### config.mk
export PLATFORM = sky130hd
export DESIGN_NAME = gclk_ctrl
export DESIGN_NICKNAME = d
export VERILOG_FILES = /design/src/rtl/gclk_pkg.sv /design/src/rtl/gclk_gen_channel.sv /design/src/rtl/gclk_clk_map.sv /design/src/rtl/gclk_ctrl.sv
export SDC_FILE = /design/constraint.sdc
export NUM_CORES = 1
export LEC_CHECK = 0
export BUFFER_PORTS_ARGS = -buffer_cell sky130_fd_sc_hd__buf_2
export CORE_MARGIN = 5
export CORE_UTILIZATION = 45
export CTS_BUF_LIST = sky130_fd_sc_hd__clkbuf_8
export CTS_CLUSTER_SIZE = 25
export DETAILED_ROUTE_END_ITERATION = 16
export PLACE_DENSITY = 0.66
export SLEW_MARGIN = 20
export SYNTH_ARGS = -nofsm -noshare
export SYNTH_HDL_FRONTEND = slang
export SYNTH_SLANG_ARGS = --single-unit
export TNS_END_PERCENT = 30
### constraint.sdc
create_clock -name clk -period 2.6 [get_ports clk]
set_clock_uncertainty 0.1 [all_clocks]
set_input_delay 0.52 -clock clk [delete_from_list [all_inputs] [get_ports clk]]
set_output_delay 0.52 -clock clk [all_outputs]
set_load 0.005 [all_outputs]
### src/rtl/gclk_pkg.sv
package gclk_pkg;

    localparam int NUM_GEN  = 4;
    localparam int NUM_SRC  = 8;
    localparam int NUM_EXT  = NUM_SRC - 2;
    localparam int NUM_CLK  = 8;
    localparam int DIV_W    = 8;
    localparam int CFG_W    = 16;
    localparam int SRC_W    = $clog2(NUM_SRC);
    localparam int GEN_IDW  = $clog2(NUM_GEN);
    localparam int CLK_IDW  = 6;
    localparam int GSEL_W   = 4;

    localparam logic [SRC_W-1:0] SRC_PAD  = SRC_W'(NUM_SRC - 2);
    localparam logic [SRC_W-1:0] SRC_GEN1 = SRC_W'(NUM_SRC - 1);

    typedef struct packed {
        logic             lock;
        logic             pad_drive;
        logic             enable;
        logic             divsel;
        logic [SRC_W-1:0] src;
        logic [DIV_W-1:0] div;
    } gen_cfg_t;

    typedef struct packed {
        logic               lock;
        logic               enable;
        logic [GEN_IDW-1:0] gen;
    } clk_ent_t;

    function automatic gen_cfg_t decode_gen(input logic [CFG_W-1:0] w);
        gen_cfg_t c;
        c.src       = w[2:0];
        c.divsel    = w[3];
        c.enable    = w[4];
        c.pad_drive = w[5];
        c.lock      = w[6];
        c.div       = w[15:8];
        return c;
    endfunction

    function automatic gen_cfg_t gen_default(input logic is_main);
        gen_cfg_t c;
        c        = '0;
        c.enable = is_main;
        return c;
    endfunction

endpackage

### src/rtl/gclk_gen_channel.sv
module gclk_gen_channel
    import gclk_pkg::*;
#(
    parameter int IDX = 0
) (
    input  logic               clk,
    input  logic               rst,
    input  logic               swrst,
    input  logic               we,
    input  gen_cfg_t           wcfg,
    input  logic [NUM_EXT-1:0] ext_tick,
    input  logic               pad_in,
    input  logic               gen1_tick,
    output logic               tick,
    output logic               active,
    output logic               pad_oe,
    output logic               pad_out
);

    localparam logic IS_MAIN = (IDX == 0);
    localparam logic IS_GEN1 = (IDX == 1);

    gen_cfg_t           cfg_q;
    logic [DIV_W-1:0]   cnt_q;
    logic [NUM_SRC-1:0] src_vec;
    logic               sel_tick, div_on, last, wipe, accept, self_ok;

    always_comb begin
        src_vec  = {gen1_tick, pad_in & ~cfg_q.pad_drive, ext_tick};
        sel_tick = src_vec[cfg_q.src];
        div_on   = cfg_q.divsel && (cfg_q.div > DIV_W'(1));
        last     = (cnt_q == cfg_q.div - DIV_W'(1));
        wipe     = swrst && !cfg_q.lock;
        self_ok  = !(IS_GEN1 && (wcfg.src == SRC_GEN1));
        accept   = we && !cfg_q.lock && self_ok;
    end

    always_ff @(posedge clk) begin
        if (rst) begin
            cfg_q <= gen_default(IS_MAIN);
            cnt_q <= '0;
            tick  <= 1'b0;
        end else begin
            tick <= cfg_q.enable & (div_on ? (sel_tick & last) : sel_tick);
            if (wipe)
                cfg_q <= gen_default(IS_MAIN);
            else if (accept)
                cfg_q <= wcfg;
            if (wipe || accept)
                cnt_q <= '0;
            else if (sel_tick && div_on)
                cnt_q <= last ? '0 : cnt_q + DIV_W'(1);
        end
    end

    assign active  = cfg_q.enable;
    assign pad_oe  = cfg_q.pad_drive;
    assign pad_out = cfg_q.pad_drive & tick;

    // a disabled channel produces no tick on the next cycle
    a_r5_gated_off: assert property (@(posedge clk) disable iff (rst)
        !cfg_q.enable |=> !tick);

    // divider count always stays below the divide value
    a_r4_cnt_bound: assert property (@(posedge clk) disable iff (rst)
        div_on |-> (cnt_q < cfg_q.div));

    // a locked configuration never changes until hardware reset
    a_r9_gen_locked: assert property (@(posedge clk) disable iff (rst)
        cfg_q.lock |=> $stable(cfg_q));

    generate
        if (IS_GEN1) begin : g_self_guard
            // channel 1 never holds its own output as source
            a_r6_no_self_src: assert property (@(posedge clk) disable iff (rst)
                cfg_q.src != SRC_GEN1);
        end
    endgenerate

endmodule

### src/rtl/gclk_clk_map.sv
module gclk_clk_map
    import gclk_pkg::*;
#(
    parameter int NCLK = NUM_CLK,
    parameter int NGEN = NUM_GEN
) (
    input  logic             clk,
    input  logic             rst,
    input  logic             swrst,
    input  logic             we,
    input  logic [CFG_W-1:0] wdata,
    input  logic [NGEN-1:0]  gen_tick,
    output logic [NCLK-1:0]  clk_en
);

    logic [CLK_IDW-1:0] wid;
    logic [GSEL_W-1:0]  wgen;
    logic               fields_ok;
    clk_ent_t           wnew;

    always_comb begin
        wid         = wdata[5:0];
        wgen        = wdata[11:8];
        fields_ok   = (wid < CLK_IDW'(NCLK)) && (wgen < GSEL_W'(NGEN));
        wnew.lock   = wdata[15];
        wnew.enable = wdata[14];
        wnew.gen    = wgen[GEN_IDW-1:0];
    end

    generate
        for (genvar i = 0; i < NCLK; i++) begin : g_ent
            clk_ent_t ent_q;

            always_ff @(posedge clk) begin
                if (rst)
                    ent_q <= '0;
                else if (swrst && !ent_q.lock)
                    ent_q <= '0;
                else if (we && fields_ok && (wid == CLK_IDW'(i)) && !ent_q.lock)
                    ent_q <= wnew;
            end

            assign clk_en[i] = ent_q.enable & gen_tick[ent_q.gen];

            // a locked map entry holds until hardware reset
            a_r9_map_locked: assert property (@(posedge clk) disable iff (rst)
                ent_q.lock |=> $stable(ent_q));
        end
    endgenerate

endmodule

### src/rtl/gclk_ctrl.sv
module gclk_ctrl
    import gclk_pkg::*;
(
    input  logic               clk,
    input  logic               rst,
    input  logic               swrst,
    input  logic               gen_we,
    input  logic [GEN_IDW-1:0] gen_wid,
    input  logic [CFG_W-1:0]   gen_wdata,
    input  logic               clk_we,
    input  logic [CFG_W-1:0]   clk_wdata,
    input  logic [NUM_EXT-1:0] src_tick,
    input  logic [NUM_GEN-1:0] gen_pad_in,
    output logic [NUM_GEN-1:0] gen_pad_out,
    output logic [NUM_GEN-1:0] gen_pad_oe,
    output logic [NUM_GEN-1:0] gen_tick,
    output logic [NUM_GEN-1:0] gen_active,
    output logic               main_clk_en,
    output logic [NUM_CLK-1:0] clk_en
);

    gen_cfg_t wcfg;

    assign wcfg = decode_gen(gen_wdata);

    generate
        for (genvar g = 0; g < NUM_GEN; g++) begin : g_chan
            gclk_gen_channel #(.IDX(g)) u_chan (
                .clk       (clk),
                .rst       (rst),
                .swrst     (swrst),
                .we        (gen_we && (gen_wid == GEN_IDW'(g))),
                .wcfg      (wcfg),
                .ext_tick  (src_tick),
                .pad_in    (gen_pad_in[g]),
                .gen1_tick (gen_tick[1]),
                .tick      (gen_tick[g]),
                .active    (gen_active[g]),
                .pad_oe    (gen_pad_oe[g]),
                .pad_out   (gen_pad_out[g])
            );
        end
    endgenerate

    gclk_clk_map #(.NCLK(NUM_CLK), .NGEN(NUM_GEN)) u_map (
        .clk      (clk),
        .rst      (rst),
        .swrst    (swrst),
        .we       (clk_we),
        .wdata    (clk_wdata),
        .gen_tick (gen_tick),
        .clk_en   (clk_en)
    );

    assign main_clk_en = gen_tick[0];

endmodule

==> out/qor.csv, run 1 <==
metric,value,unit
min_from,gen_wdata[6],
relSlewSlack,48.98,%
status,"complete, no violations",
synth_fp_nets,867,
holdWs,0.2852,ns
cts_hold_buf,0,
fp-row-count,44,
synthArstFlopShare,0,%
io_pins,74,
irDropWorstVdd,343.4,uV
period_minus_slack,2.435,ns
port-buffer-count,68,
yosysWarnings,0,
area_growth_syn_to_layout,13.92,%
die_area,0.01724,mm^2
synth_compound_area_share,13.38,%
post-route-drc-count,0,
yosysSeqAreaShare,38.69,%
drv_slew,0,
cts_buffer_depth,2,
cp_data_required_time,1.98,ns
crit_slowest_cell,mux4_2,
period_share,93.67,%
r2r-start,g_chan[0].u_chan.cfg_q[3]$_SDFFE_PP0P_,
drtIter0Drc,351,
synth-adder-area-share,2.267,%
die_x,131.3,um
synth-edff-count,0,
cts-root-buf,clkbuf_8,
p_switching,0.9357,mW
critPathKind,reg2out,
cts_sinks,128,
wirelength,16570,um
max_freq,410.6,MHz
place.gp.congestion,0.8265,
ff2ff_path_depth,5,
hold_class,in2reg,
yosys-top-cells-count,"nand2_1 (159), dfxtp_1 (128), a21oi_1 (90)",
routed_via_density,5.346,
fillers,1411,
hold_depth,3,
setup_viol,0,
syn_area,0.006623,mm^2
final_cell_area,0.007545,mm^2
coreArea,0.01448,mm^2
die_y,131.3,um
synth_top_family_by_area,simple AND/OR/NAND/NOR gates,
num_vias,5709,
clockPowerShare,43.8,%
grt_start_max_net_pins,17,
synth-xor-area-share,8.464,%
cts_tree,done,
synth.avg_cell_area,8.217,um^2
grt_pass1_wl,27060,um
cp-start-kind,flip-flop,
num_antenna_cells,0,
start_util,45.74,%
intPower,3.147,mW
post-cts-setup-buffers,0,
final_antenna_net_count,0,
cts_buffers,17,
layout-drive-gt1-share,17.31,%
power_frac_comb,7.3,%
grt_overflow_total,0,
cp_data_arrival_time,1.82,ns
synth-main-ff-cell,dfxtp_1,
worstPathMaxFanout,10,
maxCapViolations,0,
yosys.area.top_type_share,38.69,%
switching_share,22.92,%
ys_ff_latch,128,
synth_area_leader_cell,dfxtp_1,
synth.distinct_cells,57,
h-tree-depth,4,
p_leak,2.815,nW
clkTransAtPathRegs,0.07,ns
postCtsResizedCells,0,
p_seq_share,48.9,%
timing.critical_path.from,g_chan[3].u_chan.tick$_SDFF_PP0_,
rsz0062_at_grt,no,
powerDensity,541.2,mW/mm^2
grt_pass1_vias,5388,
finalHoldViolCount,0,
fin_nets,933,
seqCellArea,0.002562,mm^2
cp-end-kind,primary output,
dpl.hpwl,11770,um
muxShareOfSynthArea,6.839,%
clkLatencyLatePin,0.43,ns
worst_slew_pin_slew,0.7653,ns
synth_most_common_cell,nand2_1,
ys_top_cells_by_area,"dfxtp_1 (39%), nand2_1 (9.0%), a21oi_1 (6.8%)",
grt_antenna_before_repair,0,
dp_slack,-0.04400,ns
crit_chain,"mux4_2, and2_1, buf_2",
multiInputGateArea,0.003716,mm^2
synth-simple-area-share,25.17,%
routedWlPerCell,15.51,um
p_total,4.083,mW
drt-pass1-iter-count,5,
grt_usage,19.09,%
max_stage_delay,0.55,ns
synth_cells,806,
layout_setup_ws,0.1645,ns
placed_cell_area,0.007127,mm^2
## final cells by class
class / count / share of cell area, %
multi-input cells: 607 / 49.25
inverters: 26 / 1.294
clock inverters: 9 / 1.526
clock buffers: 22 / 4.013
repair buffers: 92 / 6.899
well taps: 184 / 3.051
flip-flops and latches: 128 / 33.96
## path summary, 6_finish.rpt
path / to / slack, ns
min reg2reg: u_map.g_ent[2].ent_q[2]$_SDFFE_PP0P_ / 0.35
max reg2reg: g_chan[0].u_chan.tick$_SDFF_PP0_ / 0.18
max: clk_en[3] / 0.16
min: g_chan[3].u_chan.cfg_q[14]$_SDFFE_PP0P_ / 0.29
## cells by family after synthesis
family                     after synthesis
AOI/OAI and AO/OA                      147
muxes                                   27
DFF                                    128
and+or+nand+nor                        357
xor gates and xnor gates                64
buffers and inverters                   71
adders and majority gates               12
## registers in the layout, indices dropped and copies added, names as in the netlist
register / flops
g_chan.u_chan.active: 4
g_chan.u_chan.cfg_q: 52
g_chan.u_chan.cnt_q: 32
g_chan.u_chan.pad_oe: 4
g_chan.u_chan.tick: 4
u_map.g_ent.ent_q: 32
## layer usage
metal | wire, um | vias to the layer above | track usage [%]
li1 | - | 2893 | -
met1 | 7875 | 2654 | 25.92
met2 | 7537 | 142 | 30.22
met3 | 861 | 20 | 4.014
met4 | 291 | 0 | 6.743
met5 | 0 | - | 0
## cell usage in the layout, fill, tap and decap left out, types with 4 or more instances in the layout
cell	n
a21oi_1	90
or3_1	13
nor3b_1	7
ha_1	12
clkbuf_8	22
xnor2_1	38
o31ai_1	4
nand2_1	159
buf_4	24
o21ai_1	6
and2_1	14
and3_1	8
o21ai_0	15
nor4_1	4
nand4_1	17
or4_1	7
mux4_2	13
mux2i_1	10
buf_2	68
nand3_1	11
nand2b_1	5
nor3_1	15
dfxtp_1	128
nor2_1	75
inv_1	30
a31oi_1	7
xor2_1	26
nor2b_1	8
## through the flow
step	instances	utilization (%)	setup TNS (ns)
floorplan	806	-	0
global placement	1037	49.22	-0.3062
detailed placement	1037	49.22	-0.2291
CTS	1068	52.11	0
global route	1068	52.11	0
finish	1068	52.11	0
## worst max-delay path: cells and delay by family, from the launching register on
kind / cells / cell delay (ns)
flops: 1 / 0.51
buf+inv: 1 / 0.13
mux: 1 / 0.55
simple gates: 1 / 0.19
## power groups by stage
stage	clock network [mW]	registers [mW]	logic, mW
after detailed placement	0	2.04	0.295
after floorplan	0	2.03	0.176
final	1.79	2.00	0.297
after CTS	1.84	2.00	0.296
after global routing	1.92	2.00	0.326
after global placement	0	2.04	0.294
No activity file was read; power rests on OpenSTA's default activity.
==> run 2, diff against run 1 <==
BUFFER_PORTS_ARGS = -buffer_cell sky130_fd_sc_hd__buf_4   (was -buffer_cell sky130_fd_sc_hd__buf_2)
==> run 2 against run 1 <==
Net effect: sequential power about the same; power decreased by 1.1%; hold slack got worse by 0.027 ns; combinational power increased by 7.7%; fmax about the same; count of clock-buffer cells in the layout decreased by 1; non-clock buffer count unchanged; largest power group unchanged.
==> out/qor.csv, run 2 (synthesis gave the netlist of run 1 again) <==
metric,value,unit,change
status,"complete, no violations",,unchanged
cp-start-kind,flip-flop,,unchanged
post-route-drc-count,0,,unchanged
num_antenna_cells,0,,unchanged
mostFrequentLayoutCells,"nand2_1 (159), dfxtp_1 (128), buf_4 (92), a21oi_1 (90), nor2_1 (75)",,"was nand2_1 (159), dfxtp_1 (128), a21oi_1 (90), nor2_1 (75), buf_2 (68)"
die_area,0.01724,mm^2,unchanged
worst_slew_pin_slew,0.7624,ns,was 0.7653 ns
multiInputGateArea,0.003724,mm^2,was 0.003716 mm^2
max_freq,410.8,MHz,was 410.6 MHz
final_antenna_net_count,0,,unchanged
powerDensity,524.2,mW/mm^2,was 541.2 mW/mm^2
cts_tree,done,,unchanged
final_util,53.23,%,was 52.11%
fin_nets,933,,unchanged
post-cts-setup-buffers,0,,unchanged
p_leak,2.839,nW,was 2.815 nW
place.gp.congestion,0.8052,,was 0.8265
critPathKind,reg2reg,,was reg2out
cp_data_arrival_time,2.66,ns,was 1.82 ns
cp_data_required_time,2.82,ns,was 1.98 ns
cts_buffers,17,,unchanged
area_growth_syn_to_layout,16.38,%,was 13.92%
die_x,131.3,um,unchanged
rsz0062_at_grt,no,,unchanged
grt_usage,19.22,%,was 19.09%
routedWlPerCell,15.55,um,was 15.51 um
cp-end-kind,flip-flop,,was primary output
io_pins,74,,unchanged
port-buffer-count,68,,unchanged
finalHoldViolCount,0,,unchanged
grt_start_max_net_pins,17,,unchanged
grt_pass1_wl,27370,um,was 27060 um
clkLatencyLatePin,0.44,ns,was 0.43 ns
coreArea,0.01448,mm^2,unchanged
die_y,131.3,um,unchanged
drtIter0Drc,350,,was 351
crit_chain,"or4_4, or3_1, a2111oi_2, o221ai_2, o21ai_2, buf_4, nor2_1",,"was mux4_2, and2_1, buf_2"
routed_via_density,5.282,,was 5.346
dpl.hpwl,11790,um,was 11770 um
drv_slew,0,,unchanged
cts_hold_buf,0,,unchanged
place_inst,1037,,unchanged
period_share,93.62,%,was 93.67%
maxCapViolations,0,,unchanged
layout_setup_ws,0.1658,ns,was 0.1645 ns
relSlewSlack,49.18,%,was 48.98%
grt_antenna_before_repair,0,,unchanged
grt_pass1_vias,5494,,was 5388
period_minus_slack,2.434,ns,was 2.435 ns
layout-drive-gt1-share,17.74,%,was 17.31%
worstPathMaxFanout,8,,was 10
fillers,1416,,was 1411
drt-pass1-iter-count,6,,was 5
cts-root-buf,clkbuf_8,,unchanged
start_util,45.74,%,unchanged
max_stage_delay,0.53,ns,was 0.55 ns
clkTransAtPathRegs,0.07,ns,about the same
cts_buffer_depth,2,,unchanged
regMostFlops,g_chan.u_chan.cfg_q,,unchanged
largest_reg_flops,52,,unchanged
cts_sinks,128,,unchanged
irDropWorstVdd,414.3,uV,was 343.4 uV
layout.cells.non_filler,1069,,was 1068
grt_overflow_total,0,,unchanged
hold_class,in2reg,,unchanged
reg.largest.list,"g_chan.u_chan.cfg_q (52), g_chan.u_chan.cnt_q (32), u_map.g_ent.ent_q (32)",,unchanged
wirelength,16620,um,was 16570 um
seqCellArea,0.002562,mm^2,unchanged
crit_slowest_cell,or4_4,,was mux4_2
fp-row-count,44,,unchanged
h-tree-depth,4,,unchanged
setup_viol,0,,unchanged
mostFrequentLayoutCell,nand2_1,,unchanged
num_vias,5646,,was 5709
dp_slack,-0.06903,ns,was -0.04400 ns
==> run 2: cell types whose count changed in the layout (fill, tap and decap cells not counted) <==
cell,before,now
buf_2,68,0
buf_4,24,92
clkinvlp_4,0,3
inv_1,30,28
bufinv_16,3,2
clkbuf_8,22,21
clkinv_2,2,3
clkinv_4,0,1
o41ai_1,1,0
o41ai_2,0,1
==> run 2: worst paths after layout <==
| path | start | depth (start not counted) | slack (ns) | end |
|---|---|---|---|---|
| max reg2reg | g_chan[0].u_chan.cfg_q[3]$_SDFFE_PP0P_ | 7 | 0.17 | g_chan[0].u_chan.cnt_q[1]$_SDFFE_PP0P_ |
| min | gen_wdata[6] | 3 | 0.26 | g_chan[1].u_chan.cfg_q[14]$_SDFFE_PP0P_ |
| min reg2reg | u_map.g_ent[1].ent_q[2]$_SDFFE_PP0P_ | 2 | 0.35 | u_map.g_ent[1].ent_q[2]$_SDFFE_PP0P_ |
| max | g_chan[0].u_chan.cfg_q[3]$_SDFFE_PP0P_ | 7 | 0.17 | g_chan[0].u_chan.cnt_q[1]$_SDFFE_PP0P_ |
==> run 2: stage by stage <==
| step | instance area (um^2) | hold WS, ns | setup TNS [ns] | total power [mW] |
|---|---|---|---|---|
| after floorplan | 6623 | 0.3317 | 0 | 2.210 |
| after global placement | 7297 | 0.3432 | -0.3815 | 2.356 |
| after detailed placement | 7297 | 0.3436 | -0.3834 | 2.358 |
| after CTS | 7700 | 0.2297 | 0 | 4.076 |
| after global routing | 7707 | 0.2302 | 0 | 4.193 |
| final | 7707 | 0.2579 | 0 | 4.040 |
==> run 2: final cells by class <==
type / instances / area share, %
clock buffer: 21 / 3.750
inverter: 26 / 1.266
clock inverter: 11 / 1.477
tap: 184 / 2.987
timing repair buffer: 92 / 8.961
sequential: 128 / 33.25
multi-input combinational: 607 / 48.31
==> run 2: worst max-delay path: cells and delay by family, from the launching register on <==
family / cells / cell delay (ns)
and+or+nand+nor: 3 / 0.99
AOI/OAI and AO/OA: 3 / 0.76
buffers and inverters: 1 / 0.16
DFF: 1 / 0.32
==> run 2: routing by layer <==
metal / wire length (um) / up-vias / GRT usage (%)
li1: - / 2895 / -
met1: 7699 / 2573 / 26.55
met2: 7518 / 164 / 30.05
met3: 1227 / 14 / 4.855
met4: 178 / 0 / 5.257
met5: 0 / - / 0
==> run 2: power breakdown <==
part	leakage, nW	total, mW	internal, mW	switching [mW]
logic	1.60	0.320	0.138	0.182
clock network	0.206	1.72	0.943	0.782
registers	1.03	2.00	1.97	0.0203
total	2.84	4.04	3.06	0.984
==> run 2: what timing repair did <==
item | CTS | global route
gates resized for setup | 0 | 1
endpoints found under the hold margin | 0 | 0
setup endpoints to repair | 0 | 1
